<file path="config.mk">
export PLATFORM = sky130hd
export DESIGN_NAME = bxlat_unit
export DESIGN_NICKNAME = d
export VERILOG_FILES = /design/src/rtl/bxlat_pkg.sv /design/src/rtl/bxlat_bank.sv /design/src/rtl/bxlat_search.sv /design/src/rtl/bxlat_rights.sv /design/src/rtl/bxlat_unit.sv
export SDC_FILE = /design/constraint.sdc
export NUM_CORES = 1
export LEC_CHECK = 0
export BUFFER_PORTS_ARGS = -buffer_cell sky130_fd_sc_hd__buf_2
export CAP_MARGIN = 30
export CORE_MARGIN = 3
export CORE_UTILIZATION = 30
export CTS_CLUSTER_SIZE = 10
export DETAILED_ROUTE_END_ITERATION = 10
export HOLD_SLACK_MARGIN = 0.03
export PLACE_DENSITY_LB_ADDON = 0.15
export SLEW_MARGIN = 20
export SYNTH_ARGS = -nofsm -noshare
export SYNTH_HDL_FRONTEND = slang
export SYNTH_SLANG_ARGS = --single-unit
</file>
<file path="constraint.sdc">
create_clock -name clk -period 4.7 [get_ports clk]
set_input_delay 0.94 -clock clk [delete_from_list [all_inputs] [get_ports clk]]
set_output_delay 0.94 -clock clk [all_outputs]
set_load 0.005 [all_outputs]
</file>
<file path="src/rtl/bxlat_pkg.sv">
// Package: shared types and field decoders for the block address translation unit.
// Assumes 32-bit addresses with fixed field positions in the descriptor words.
package bxlat_pkg;

    localparam int ADDR_W = 32;
    localparam int BASE_W = 15;   // effective/real base bits [31:17]
    localparam int MASK_W = 11;   // block-length mask over bits [27:17]

    typedef enum logic [1:0] {
        ST_GRANT = 2'd0,
        ST_MISS  = 2'd1,
        ST_PROT  = 2'd2
    } bx_status_e;

    typedef struct packed {
        logic [BASE_W-1:0] ebase;
        logic [MASK_W-1:0] blk_mask;
        logic              sup_en;
        logic              usr_en;
    } bx_upper_t;

    typedef struct packed {
        logic [BASE_W-1:0] rbase;
        logic [1:0]        prot;
    } bx_lower_t;

    typedef struct packed {
        logic rd;
        logic wr;
        logic ex;
    } bx_rights_t;

    // Extract the upper descriptor fields from a written word.
    function automatic bx_upper_t unpack_upper(input logic [ADDR_W-1:0] w);
        bx_upper_t u;
        u.ebase    = w[31:17];
        u.blk_mask = w[12:2];
        u.sup_en   = w[1];
        u.usr_en   = w[0];
        return u;
    endfunction

    // Extract the lower descriptor fields from a written word.
    function automatic bx_lower_t unpack_lower(input logic [ADDR_W-1:0] w);
        bx_lower_t l;
        l.rbase = w[31:17];
        l.prot  = w[1:0];
        return l;
    endfunction

endpackage

</file>
<file path="src/rtl/bxlat_bank.sv">
// Module: one array of descriptor register pairs with a word write port.
// Assumes that a write to an index outside 0..N-1 is simply dropped.
module bxlat_bank
    import bxlat_pkg::*;
#(
    parameter int N     = 4,
    parameter int IDX_W = (N > 1) ? $clog2(N) : 1
) (
    input  logic                 clk,
    input  logic                 rst_n,
    input  logic                 wr_en,
    input  logic [IDX_W-1:0]     wr_idx,
    input  logic                 wr_upper,
    input  logic [ADDR_W-1:0]    wr_data,
    output bx_upper_t            up_o [N],
    output bx_lower_t            lo_o [N]
);

    for (genvar g = 0; g < N; g++) begin : g_ent
        bx_upper_t up_q;
        bx_lower_t lo_q;

        // Hold one descriptor pair: cleared by reset, loaded one word at a time.
        always_ff @(posedge clk) begin
            if (!rst_n) begin
                up_q <= '0;
                lo_q <= '0;
            end else if (wr_en && (wr_idx == IDX_W'(g))) begin
                if (wr_upper) begin
                    up_q <= unpack_upper(wr_data);
                end else begin
                    lo_q <= unpack_lower(wr_data);
                end
            end
        end

        assign up_o[g] = up_q;
        assign lo_o[g] = lo_q;
    end

endmodule

</file>
<file path="src/rtl/bxlat_search.sv">
// Module: match every descriptor against the address, pick the lowest index, form the real address.
// Assumes combinational use; the caller registers the result.
module bxlat_search
    import bxlat_pkg::*;
#(
    parameter int N     = 4,
    parameter int IDX_W = (N > 1) ? $clog2(N) : 1
) (
    input  bx_upper_t            up_i [N],
    input  bx_lower_t            lo_i [N],
    input  logic [ADDR_W-1:0]    ea,
    input  logic                 user,
    output logic                 hit,
    output logic [IDX_W-1:0]     hit_idx,
    output logic [ADDR_W-1:0]    ra,
    output logic [1:0]           prot
);

    logic [N-1:0] match;

    for (genvar g = 0; g < N; g++) begin : g_cmp
        logic              en;
        logic [BASE_W-1:0] keep;

        // Mode enable and compare of the address bits outside the block mask.
        always_comb begin
            en       = user ? up_i[g].usr_en : up_i[g].sup_en;
            keep     = {4'hF, ~up_i[g].blk_mask};
            match[g] = en && (((ea[31:17] ^ up_i[g].ebase) & keep) == '0);
        end
    end

    // Priority pick: scanning downward leaves the lowest matching index.
    always_comb begin
        hit     = 1'b0;
        hit_idx = '0;
        for (int i = N - 1; i >= 0; i--) begin
            if (match[i]) begin
                hit     = 1'b1;
                hit_idx = IDX_W'(i);
            end
        end
    end

    // Merge real base, masked effective bits and the untranslated offset.
    always_comb begin
        ra[31:28] = lo_i[hit_idx].rbase[14:11];
        ra[27:17] = (ea[27:17] & up_i[hit_idx].blk_mask) | lo_i[hit_idx].rbase[10:0];
        ra[16:0]  = ea[16:0];
        prot      = lo_i[hit_idx].prot;
    end

endmodule

</file>
<file path="src/rtl/bxlat_rights.sv">
// Module: decode the 2-bit protection code and check it against the access kind.
// Assumes a fetch takes precedence over the store flag.
module bxlat_rights
    import bxlat_pkg::*;
(
    input  logic [1:0] prot,
    input  logic       fetch,
    input  logic       store,
    output bx_rights_t rights,
    output logic       allow
);

    // Code 0 blocks all; nonzero reads and executes; code 2 also writes.
    always_comb begin
        rights.rd = (prot != 2'd0);
        rights.ex = (prot != 2'd0);
        rights.wr = (prot == 2'd2);
    end

    // Pick the one right this access kind needs.
    always_comb begin
        if (fetch) begin
            allow = rights.ex;
        end else if (store) begin
            allow = rights.wr;
        end else begin
            allow = rights.rd;
        end
    end

endmodule

</file>
<file path="src/rtl/bxlat_unit.sv">
// Module: block address translation top: instruction and data descriptor arrays,
// a search by access kind and a single output register stage.
// Assumes one request per cycle; results appear one edge after the request.
module bxlat_unit
    import bxlat_pkg::*;
#(
    parameter int NUM_ENTRIES = 4,
    parameter int IDX_W       = (NUM_ENTRIES > 1) ? $clog2(NUM_ENTRIES) : 1
) (
    input  logic              clk,
    input  logic              rst_n,
    input  logic              wr_en,
    input  logic              wr_side,
    input  logic [IDX_W-1:0]  wr_idx,
    input  logic              wr_upper,
    input  logic [31:0]       wr_data,
    input  logic              req_valid,
    input  logic [31:0]       req_ea,
    input  logic              req_user,
    input  logic              req_fetch,
    input  logic              req_store,
    output logic              resp_valid,
    output logic [1:0]        resp_status,
    output logic [31:0]       resp_ra,
    output logic [2:0]        resp_rights,
    output logic [IDX_W-1:0]  resp_idx
);

    bx_upper_t        d_up  [NUM_ENTRIES];
    bx_lower_t        d_lo  [NUM_ENTRIES];
    bx_upper_t        i_up  [NUM_ENTRIES];
    bx_lower_t        i_lo  [NUM_ENTRIES];
    bx_upper_t        s_up  [NUM_ENTRIES];
    bx_lower_t        s_lo  [NUM_ENTRIES];
    logic             hit;
    logic [IDX_W-1:0] hit_idx;
    logic [31:0]      ra;
    logic [1:0]       prot;
    bx_rights_t       rights;
    logic             allow;

    bxlat_bank #(.N(NUM_ENTRIES), .IDX_W(IDX_W)) u_dbank (
        .clk      (clk),
        .rst_n    (rst_n),
        .wr_en    (wr_en && !wr_side),
        .wr_idx   (wr_idx),
        .wr_upper (wr_upper),
        .wr_data  (wr_data),
        .up_o     (d_up),
        .lo_o     (d_lo)
    );

    bxlat_bank #(.N(NUM_ENTRIES), .IDX_W(IDX_W)) u_ibank (
        .clk      (clk),
        .rst_n    (rst_n),
        .wr_en    (wr_en && wr_side),
        .wr_idx   (wr_idx),
        .wr_upper (wr_upper),
        .wr_data  (wr_data),
        .up_o     (i_up),
        .lo_o     (i_lo)
    );

    for (genvar g = 0; g < NUM_ENTRIES; g++) begin : g_sel
        // Route the array that belongs to the access kind into the search.
        always_comb begin
            s_up[g] = req_fetch ? i_up[g] : d_up[g];
            s_lo[g] = req_fetch ? i_lo[g] : d_lo[g];
        end
    end

    bxlat_search #(.N(NUM_ENTRIES), .IDX_W(IDX_W)) u_search (
        .up_i    (s_up),
        .lo_i    (s_lo),
        .ea      (req_ea),
        .user    (req_user),
        .hit     (hit),
        .hit_idx (hit_idx),
        .ra      (ra),
        .prot    (prot)
    );

    bxlat_rights u_rights (
        .prot   (prot),
        .fetch  (req_fetch),
        .store  (req_store),
        .rights (rights),
        .allow  (allow)
    );

    // Register the verdict; a miss reports zeros for address, rights and index.
    always_ff @(posedge clk) begin
        if (!rst_n) begin
            resp_valid  <= 1'b0;
            resp_status <= ST_GRANT;
            resp_ra     <= '0;
            resp_rights <= '0;
            resp_idx    <= '0;
        end else begin
            resp_valid <= req_valid;
            if (req_valid) begin
                if (!hit) begin
                    resp_status <= ST_MISS;
                    resp_ra     <= '0;
                    resp_rights <= '0;
                    resp_idx    <= '0;
                end else begin
                    resp_status <= allow ? ST_GRANT : ST_PROT;
                    resp_ra     <= ra;
                    resp_rights <= rights;
                    resp_idx    <= hit_idx;
                end
            end
        end
    end

endmodule

</file>
==> results.py, run 1 <==
metrics = {
    "outcome": {
        "outcome": "completed",
    },
    "critical_path": {
        "crit_type": "input pin to flop",
        "critical_path_buf_inv_count": 5,
        "end_kind": "flop",
        "reg2reg_depth": 9,
        "slowest_delay_ps": 430,
        "reg2reg_from": "u_ibank.up_o[105]",
        "r2r-end": "resp_ra[26]",
        "critPathTopFamily": "buffers and inverters",
        "crit_slowest_cell": "mux4_2",
        "regToRegSetupSlack_ps": 1250,
        "worstPathCellList": "buf_4 > buf_4 > mux2i_1 > xor2_1 > o21ai_0 > nor4_1 > buf_4 > a211oi_2 > buf_4 > o21ai_2 > buf_4 > mux4_2 > a21oi_1 > a22o_1",
        "crit_arrival_ps": 4440,
        "cp_num_cells": 14,
        "startpoint_type": "input pin",
        "path_max_fanout": 23,
        "crit_start": "req_fetch",
        "cpMostUsedCell": "buf_4",
        "crit_required_ps": 5240,
    },
    "worst_hold_path": {
        "hold_class": "flop to flop",
        "min_to": "resp_ra[31]",
        "min_path_cells": 2,
        "worstHoldStart": "resp_ra[31]",
    },
    "global_route": {
        "grt_most_used_layer": "met2",
        "grt_pass1_wl_mm": 100,
        "grt_start_max_net_pins": 188,
        "grtUsageTotal_pct": 20.9,
        "grtUsageMet1_pct": 28.6,
        "grt_pass1_vias": 14900,
        "antenna_found_initial": 5,
        "overflow": 0,
        "gr-usage-met3_pct": 3.48,
        "grt_use_met2_pct": 33.3,
    },
    "timing": {
        "setup_viol": 0,
        "tightest_slew_ps": 1010,
        "skew_ps": 27.7,
        "tns_ps": 0,
        "whs_ps": 451,
        "grt_setup_unrepaired": "no",
        "hold_viol_final": 0,
        "fin_crit_sh_pct": 83.0,
        "slew_violations": 0,
        "max_slew_margin_pct": 32.7,
        "period_needed_ps": 3900,
        "clock.fmax_mhz": 256,
    },
    "place": {
        "numPortBuffers": 110,
        "globalplace.congestion": 0.804,
        "hpwl_mm": 44.6,
    },
    "clocking": {
        "cts_max_path_buffers": 3,
        "cts_setup_buffers": 0,
        "cts_tree": "done",
        "cts_hold_buffers": 0,
        "clock_sinks": 399,
        "cts_resized": 0,
        "cts-root-buf": "clkbuf_16",
        "cts_made_buffers": 49,
        "clk_latency_ps": 600,
        "clk_pin_slew_ps": 60,
        "htreeDepth": 2,
    },
    "finish": {
        "synthToLayoutAreaGrowth_pct": 14.8,
        "layout-drive-gt1-share_pct": 12.5,
        "fin_nets": 2328,
    },
    "yosys": {
        "synth_top_area_share_pct": 43.1,
        "syn_area_per_cell_um2": 8.23,
        "ys.warnings.count": 0,
        "yosys_register_bits": 399,
        "syn_nets": 2328,
        "yosys.area.top_type": "dfxtp_1",
        "synth_cell_types": 56,
        "synth-async-reset-ratio_pct": 0,
        "synth_area_mm2": 0.0185,
        "synthFlopType": "dfxtp_1",
        "netlist_instances": 2253,
        "yosysSeqAreaShare_pct": 43.1,
        "synth-edff-count": 0,
        "synth_area_leaders": "dfxtp_1, nand2_1, a21boi_0",
    },
    "die": {
        "ios": 115,
        "row_count": 90,
        "initial_core_util_pct": 30.5,
        "dieWidth_um": 255,
        "die_y_um": 255,
        "die-area_mm2": 0.0648,
        "core_area_mm2": 0.0608,
    },
    "routing": {
        "avgViaCountPerCell": 5.11,
        "wl_mm": 69.0,
        "drc_errors": 0,
        "drt_pre_antenna_iters": 5,
        "wl_per_cell_um": 22.5,
        "postRouteAntennaNets": 0,
        "first_iter_violations": 1220,
        "vias": 15700,
    },
    "pwr": {
        "ir_drop_uv": 195,
        "power_leakage_nw": 6.85,
        "powerDensity_mw_per_mm2": 357,
    },
    "job": {
        "cap_viol_max_count": 0,
    },
}
==> sequential cells by signal, indices dropped and copies added, names as in the netlist, 2 cells and up <==
name / cells
resp_idx: 2
u_ibank.up_o: 112
resp_status: 2
resp_rights: 2
u_dbank.lo_o: 68
u_dbank.up_o: 112
u_ibank.lo_o: 68
resp_ra: 32
==> worst max path at each step <==
| stage | end | slack [ps] |
|---|---|---|
| 3_3_place_gp | resp_ra[25] | 250 |
| 5_1_grt | resp_ra[26] | 520 |
| 2_1_floorplan | resp_ra[19] | 1010 |
| 4_1_cts | resp_ra[25] | 850 |
| 3_5_place_dp | resp_ra[25] | 210 |
| 6_report | resp_ra[26] | 800 |
==> per-stage QoR <==
step | area [um2] | util [%] | worst slack [ps] | power, mW | instances
floorplan | 18500 | - | 1010 | 3.85 | 2253
global placement | 19700 | 32.4 | 248 | 4.06 | 2979
detailed placement | 19800 | 32.5 | 207 | 4.07 | 2982
CTS | 21300 | 35.0 | 845 | 7.70 | 3062
global route | 21300 | 35.0 | 524 | 7.86 | 3065
finish | 21300 | 35.0 | 799 | 7.61 | 3066
==> synthesized netlist by cell type, types with 7 or more instances <==
cell type	n
a22o_1	24
o22ai_1	33
nor3_1	11
dfxtp_1	399
a211oi_1	7
buf_1	7
inv_1	32
o21ai_0	11
xnor2_1	84
nand2_1	749
a21oi_1	76
nor4_1	7
o21ai_1	7
a21boi_0	360
mux4_2	32
or3_1	7
nor2_1	17
nor2b_1	40
xor2_1	17
o211ai_1	50
mux2i_1	21
buf_2	27
clkbuf_1	172
==> tightest hold or removal path, stage by stage (launching register included) <==
cell and delay (ps):
dfxtp_1 300, nand2_1 50, o21ai_1 50
==> area by class of cell <==
type | count | area [um2]
diodes | 2 | 5.00
clock buffers | 76 | 1430
multi-input cells | 1608 | 9680
fillers | 6310 | 39500
flip-flops and latches | 399 | 7990
inverters | 32 | 120
well taps | 782 | 978
repair buffers | 163 | 1020
clock inverters | 4 | 71.3
==> logic make-up after synthesis <==
group	Yosys count	share of synthesized area (%)
buffers and inverters	246	5.39
XOR/XNOR	101	4.77
multiplexers	56	5.21
AO/OA/AOI/OAI	594	23.0
AND/OR/NAND/NOR	857	18.6
flip-flops	399	43.1
==> routing by layer <==
layer	vias to the layer above	wire length, um
met2	435	31400
met1	7630	31100
met4	0	2240
li1	7517	-
met3	93	4260
met5	-	0
==> where the power goes <==
group	switching, mW	leakage, nW	total (mW)	internal [mW]
combinational	0.370	2.90	0.551	0.181
clock	1.49	0.728	3.61	2.12
sequential	0.0258	3.22	3.45	3.42
==> layout by cell type, fill, tap and decap left out, types with 10 or more instances in the layout <==
| master | instances |
|---|---|
| inv_1 | 32 |
| a21boi_0 | 360 |
| o211ai_1 | 50 |
| nor2_1 | 12 |
| a21oi_1 | 76 |
| mux2i_1 | 21 |
| xnor2_1 | 84 |
| xor2_1 | 17 |
| nor2b_1 | 40 |
| dfxtp_1 | 399 |
| buf_4 | 47 |
| nand2_1 | 749 |
| clkbuf_1 | 17 |
| buf_2 | 108 |
| o21ai_0 | 11 |
| clkbuf_16 | 49 |
| mux4_2 | 32 |
| clkbuf_8 | 10 |
| a22o_1 | 24 |
| o22ai_1 | 33 |
No activity file was read; power rests on OpenSTA's default activity.
==> inputs of run 2 (changes only) <==
Clock period 4.7 ns to 3.6 ns, I/O delays scaled along.
==> results.py, run 2 (synthesis gave the netlist of run 1 again) <==
metrics = {
    "outcome": {
        "outcome": "completed",
    },
    "global_route": {
        "grt_start_max_net_pins": 128,
        "grt_pass1_wl_mm": 103,
        "grtUsageTotal_pct": 21.5,
        "grt_pass1_vias": 15300,
        "antenna_found_initial": 3,
        "overflow": 0,
    },
    "critical_path": {
        "crit_type": "input pin to flop",
        "cpMostUsedCell": "buf_4",
        "regToRegSetupSlack_ps": 330,
        "critical_path_buf_inv_count": 6,
        "worstPathCellList": "buf_2 > buf_4 > xnor2_1 > o22a_1 > o21ai_1 > nor4_1 > buf_4 > a211oi_2 > buf_4 > buf_4 > o21ai_2 > buf_12 > mux4_2 > a21oi_1 > a22o_1",
        "slowest_delay_ps": 390,
        "crit_required_ps": 4120,
        "startpoint_type": "input pin",
        "end_kind": "flop",
        "reg2reg_depth": 13,
        "critPathTopFamily": "buffers and inverters",
        "crit_slowest_cell": "mux4_2",
        "reg2reg_from": "u_dbank.up_o[39]",
        "crit_start": "req_ea[25]",
        "crit_arrival_ps": 3860,
        "r2r-end": "resp_ra[26]",
        "path_max_fanout": 23,
    },
    "timing": {
        "fin_crit_sh_pct": 92.8,
        "whs_ps": 391,
        "max_slew_margin_pct": 36.7,
        "period_needed_ps": 3340,
        "setup_ws_ps": 261,
        "setup_viol": 0,
        "tightest_slew_ps": 949,
        "hold_viol_final": 0,
        "slew_violations": 0,
        "grt_setup_unrepaired": "no",
        "clock.fmax_mhz": 299,
        "skew_ps": 16.9,
    },
    "routing": {
        "avgViaCountPerCell": 5.08,
        "first_iter_violations": 1063,
        "vias": 15800,
        "drc_errors": 0,
        "drt_pre_antenna_iters": 5,
        "wl_mm": 70.1,
        "wl_per_cell_um": 22.5,
        "postRouteAntennaNets": 0,
    },
    "die": {
        "ios": 115,
        "dieWidth_um": 255,
        "die-area_mm2": 0.0648,
        "initial_core_util_pct": 30.5,
        "core_area_mm2": 0.0608,
        "row_count": 90,
        "die_y_um": 255,
    },
    "pwr": {
        "ir_drop_uv": 371,
        "powerDensity_mw_per_mm2": 448,
        "power_mw": 9.70,
        "power_leakage_nw": 7.08,
    },
    "clocking": {
        "cts_setup_buffers": 0,
        "cts_hold_buffers": 0,
        "clk_pin_slew_ps": 60,
        "cts_tree": "done",
        "cts-root-buf": "clkbuf_16",
        "clock_sinks": 399,
        "cts_made_buffers": 48,
        "htreeDepth": 2,
        "clk_latency_ps": 580,
        "cts_resized": 0,
        "cts_max_path_buffers": 3,
    },
    "finish": {
        "fill_cells": 6244,
        "final_common_cell": "nand2_1",
        "synthToLayoutAreaGrowth_pct": 16.7,
        "layout-drive-gt1-share_pct": 14.5,
        "utilization_pct": 35.6,
        "fin_nets": 2390,
        "layout_common_cells": "nand2_1, dfxtp_1, a21boi_0",
        "fin_area_mm2": 0.0216,
    },
    "place": {
        "numPortBuffers": 110,
        "dpl_worst_slack_ps": -275,
        "placed_cell_area_mm2": 0.0203,
        "hpwl_mm": 46.3,
        "globalplace.congestion": 0.812,
    },
    "worst_hold_path": {
        "min_to": "resp_ra[5]",
        "worstHoldStart": "req_ea[5]",
        "hold_class": "input pin to flop",
        "min_path_cells": 3,
    },
    "job": {
        "cap_viol_max_count": 0,
    },
}
[run 2: changes by cell type in the layout (fill, tap and decap cells not counted)]
| cell | previous run | this run |
|---|---|---|
| nor2_4 | 3 | 0 |
| buf_8 | 6 | 2 |
| nor3_4 | 4 | 0 |
| buf_4 | 47 | 106 |
| bufinv_16 | 1 | 0 |
| clkbuf_1 | 17 | 15 |
| nor3_2 | 3 | 7 |
| clkinv_8 | 2 | 0 |
| clkbuf_8 | 10 | 4 |
| buf_12 | 2 | 10 |
| nor2_2 | 2 | 5 |
[run 2: cell type report]
cell class / count / area [um2] / area share, %
multi-input cells: 1608 / 9640 / 44.5
flip-flops and latches: 399 / 7990 / 36.9
repair buffers: 226 / 1570 / 7.24
clock buffers: 68 / 1340 / 6.18
well taps: 782 / 978 / 4.52
inverters: 32 / 120 / 0.555
clock inverters: 1 / 8.76 / 0.0405
diodes: 2 / 5.00 / 0.0231
[run 2: per-stage QoR]
stage / setup TNS, ps / std cells
after global routing: 0 / 3117
after floorplan: 0 / 2253
after global placement: -3520 / 3046
after detailed placement: -3430 / 3046
after CTS: 0 / 3115
final: 0 / 3118
[run 2: worst max path at each step]
stage	cells past startpoint	end	slack [ps]
6_report	15	resp_ra[26]	260
5_1_grt	15	resp_ra[30]	10
4_1_cts	15	resp_ra[18]	310
3_5_place_dp	15	resp_ra[18]	-280
3_3_place_gp	15	resp_ra[29]	-300
2_1_floorplan	12	resp_ra[19]	130
[run 2: routing by layer]
| layer | vias up | track usage [%] | part of all wire (%) |
|---|---|---|---|
| li1 | 7633 | - | - |
| met3 | 94 | 2.98 | 5.2 |
| met5 | - | 0 | 0.019 |
| met2 | 380 | 34.5 | 45 |
| met4 | 2 | 7.10 | 3.0 |
| met1 | 7726 | 29.9 | 46 |
[run 2: worst reg2reg max path, stage by stage (launching register included)]
cell and delay, ps:
dfxtp_1 490, nor2_1 70, a211oi_1 300, o211ai_1 130, nor4_1 190, buf_4 190
a211oi_2 70, buf_4 160, buf_4 220, o21ai_2 260, buf_12 210, mux4_2 400
a21oi_1 340, a22o_1 170
[run 2: where the power goes]
part	switching (mW)	internal [mW]
Combinational	0.492	0.271
Clock	1.89	2.53
Sequential	0.0342	4.47
==> inputs of run 3 (changes only) <==
Settings changed: SLEW_MARGIN 20 to 5.
Clock period 3.6 ns to 3.4 ns, I/O delays scaled along.
==> results.py, run 3 (synthesis gave the netlist of run 1 again) <==
metrics = {
    "finish": {
        "utilization_pct": 36.0,
        "fill_cells": 6238,
        "final_common_cell": "nand2_1",
        "synthToLayoutAreaGrowth_pct": 18.0,
        "layout_common_cells": "nand2_1, dfxtp_1, a21boi_0",
        "layout-drive-gt1-share_pct": 15.2,
        "fin_nets": 2400,
        "instances_no_fill": 3130,
    },
    "pwr": {
        "ir_drop_uv": 337,
        "pwr-share-clk_pct": 46.4,
        "switching_share_pct": 24.8,
        "powerDensity_mw_per_mm2": 478,
        "sequentialPowerShare_pct": 45.6,
        "power_mw": 10.5,
        "power_leakage_nw": 7.21,
        "combPwrFrac_pct": 8.0,
        "power_switching_mw": 2.59,
        "p_int_mw": 7.87,
    },
    "global_route": {
        "antenna_found_initial": 3,
        "grt_start_max_net_pins": 207,
        "grt_pass1_wl_mm": 103,
        "grtUsageTotal_pct": 21.6,
        "grt_pass1_vias": 15300,
        "overflow": 0,
    },
    "clocking": {
        "cts_hold_buffers": 0,
        "cts_tree": "done",
        "clk_pin_slew_ps": 60,
        "clock_sinks": 399,
        "clk_latency_ps": 590,
        "cts_made_buffers": 48,
        "cts-root-buf": "clkbuf_16",
        "cts_max_path_buffers": 3,
        "htreeDepth": 2,
    },
    "die": {
        "dieWidth_um": 255,
        "die_y_um": 255,
        "row_count": 90,
        "core_area_mm2": 0.0608,
        "ios": 115,
        "initial_core_util_pct": 30.5,
        "die-area_mm2": 0.0648,
    },
    "routing": {
        "vias": 16100,
        "avgViaCountPerCell": 5.15,
        "first_iter_violations": 1321,
        "wl_mm": 71.2,
        "drt_pre_antenna_iters": 5,
        "drc_errors": 0,
        "postRouteAntennaNets": 0,
        "wl_per_cell_um": 22.7,
    },
    "critical_path": {
        "path_max_fanout": 14,
        "startpoint_type": "input pin",
        "crit_slowest_cell": "mux4_2",
        "end_kind": "flop",
        "slowest_delay_ps": 390,
        "crit_required_ps": 3920,
        "critical_path_buf_inv_count": 5,
        "cpMostUsedCell": "buf_4",
        "worstPathCellList": "buf_4 > buf_6 > mux2i_1 > xor2_1 > o211ai_1 > nor4_2 > buf_4 > a211oi_2 > buf_4 > o21ai_4 > buf_6 > mux4_2 > a21oi_1 > a22o_1",
        "critPathTopFamily": "buffers and inverters",
        "crit_arrival_ps": 3770,
        "crit_type": "input pin to flop",
    },
    "timing": {
        "max_slew_margin_pct": 36.8,
        "clock.fmax_mhz": 308,
        "skew_ps": 22.3,
        "fin_crit_sh_pct": 95.4,
        "grt_setup_unrepaired": "no",
        "slew_violations": 0,
        "hold_viol_final": 0,
        "period_needed_ps": 3240,
        "tightest_slew_ps": 948,
        "setup_viol": 0,
        "whs_ps": 352,
    },
    "job": {
        "cap_viol_max_count": 0,
    },
    "worst_hold_path": {
        "hold_class": "input pin to flop",
    },
    "outcome": {
        "outcome": "completed",
    },
    "place": {
        "numPortBuffers": 110,
        "hpwl_mm": 46.7,
        "globalplace.congestion": 0.810,
        "placed_cells": 3056,
    },
}
-- run 3: changes by cell type in the layout (fill, tap and decap cells not counted), sizes merged --
cell    change
inv         +1
buf        +10
clkbuf      +1
bufinv      +1
diode       -1
-- run 3: timing repair --
| action | 4_1_cts | 5_1_grt |
|---|---|---|
| setup buffers | 0 | 1 |
| endpoints found under the setup margin | 0 | 18 |
| gates resized for setup | 0 | 7 |
-- run 3: path summary, 6_finish.rpt --
kind                startpoint          end  slack, ps  depth (start not counted)
max                  req_fetch  resp_ra[22]        160                         14
min                 req_ea[16]  resp_ra[16]        350                          3
max reg2reg  u_ibank.up_o[105]  resp_ra[22]        180                         12
min reg2reg        resp_ra[29]  resp_ra[29]        450                          2
-- run 3: worst reg2reg max path, delay by kind of cell, from the launching register on --
kind / cells / cell delay, ps
mux: 1 / 400
buf+inv: 4 / 840
flops: 1 / 320
simple gates: 1 / 270
compound gates: 5 / 1170
xor+xnor: 1 / 160
-- run 3: metrics by stage --
step | cell area [um2] | setup TNS (ps) | worst slack, ps
floorplan | 18500 | 0 | 21.1
global placement | 20400 | -7570 | -501
detailed placement | 20400 | -7950 | -524
CTS | 21900 | 0 | 69.6
global route | 21900 | 0 | 61.9
finish | 21900 | 0 | 156
-- run 3: layout make-up --
class / instances / area [um2] / share of cell area [%]
clock buffers: 69 / 1370 / 6.26
inverters: 32 / 120 / 0.549
diodes: 1 / 2.50 / 0.0114
well taps: 782 / 978 / 4.47
clock inverters: 3 / 47.5 / 0.217
repair buffers: 236 / 1730 / 7.91
multi-input cells: 1608 / 9660 / 44.1
flip-flops and latches: 399 / 7990 / 36.5
-- run 3: power groups by stage --
stage / clock network (mW) / logic, mW / registers [mW]
after global placement: 0 / 0.826 / 4.87
after floorplan: 0 / 0.462 / 4.86
final: 4.86 / 0.832 / 4.77
after CTS: 4.97 / 0.831 / 4.77
after global routing: 5.14 / 0.881 / 4.77
after detailed placement: 0 / 0.829 / 4.87
-- run 3: layer usage --
metal / routed length [um] / part of all wire [%] / vias to the layer above / GRT usage (%)
met4: 2000 / 2.8 / 0 / 6.89
met3: 4270 / 6.0 / 96 / 3.07
met2: 33100 / 47 / 495 / 35.4
li1: - / - / 7658 / -
met1: 31800 / 45 / 7859 / 29.3
met5: 0 / 0 / - / 0
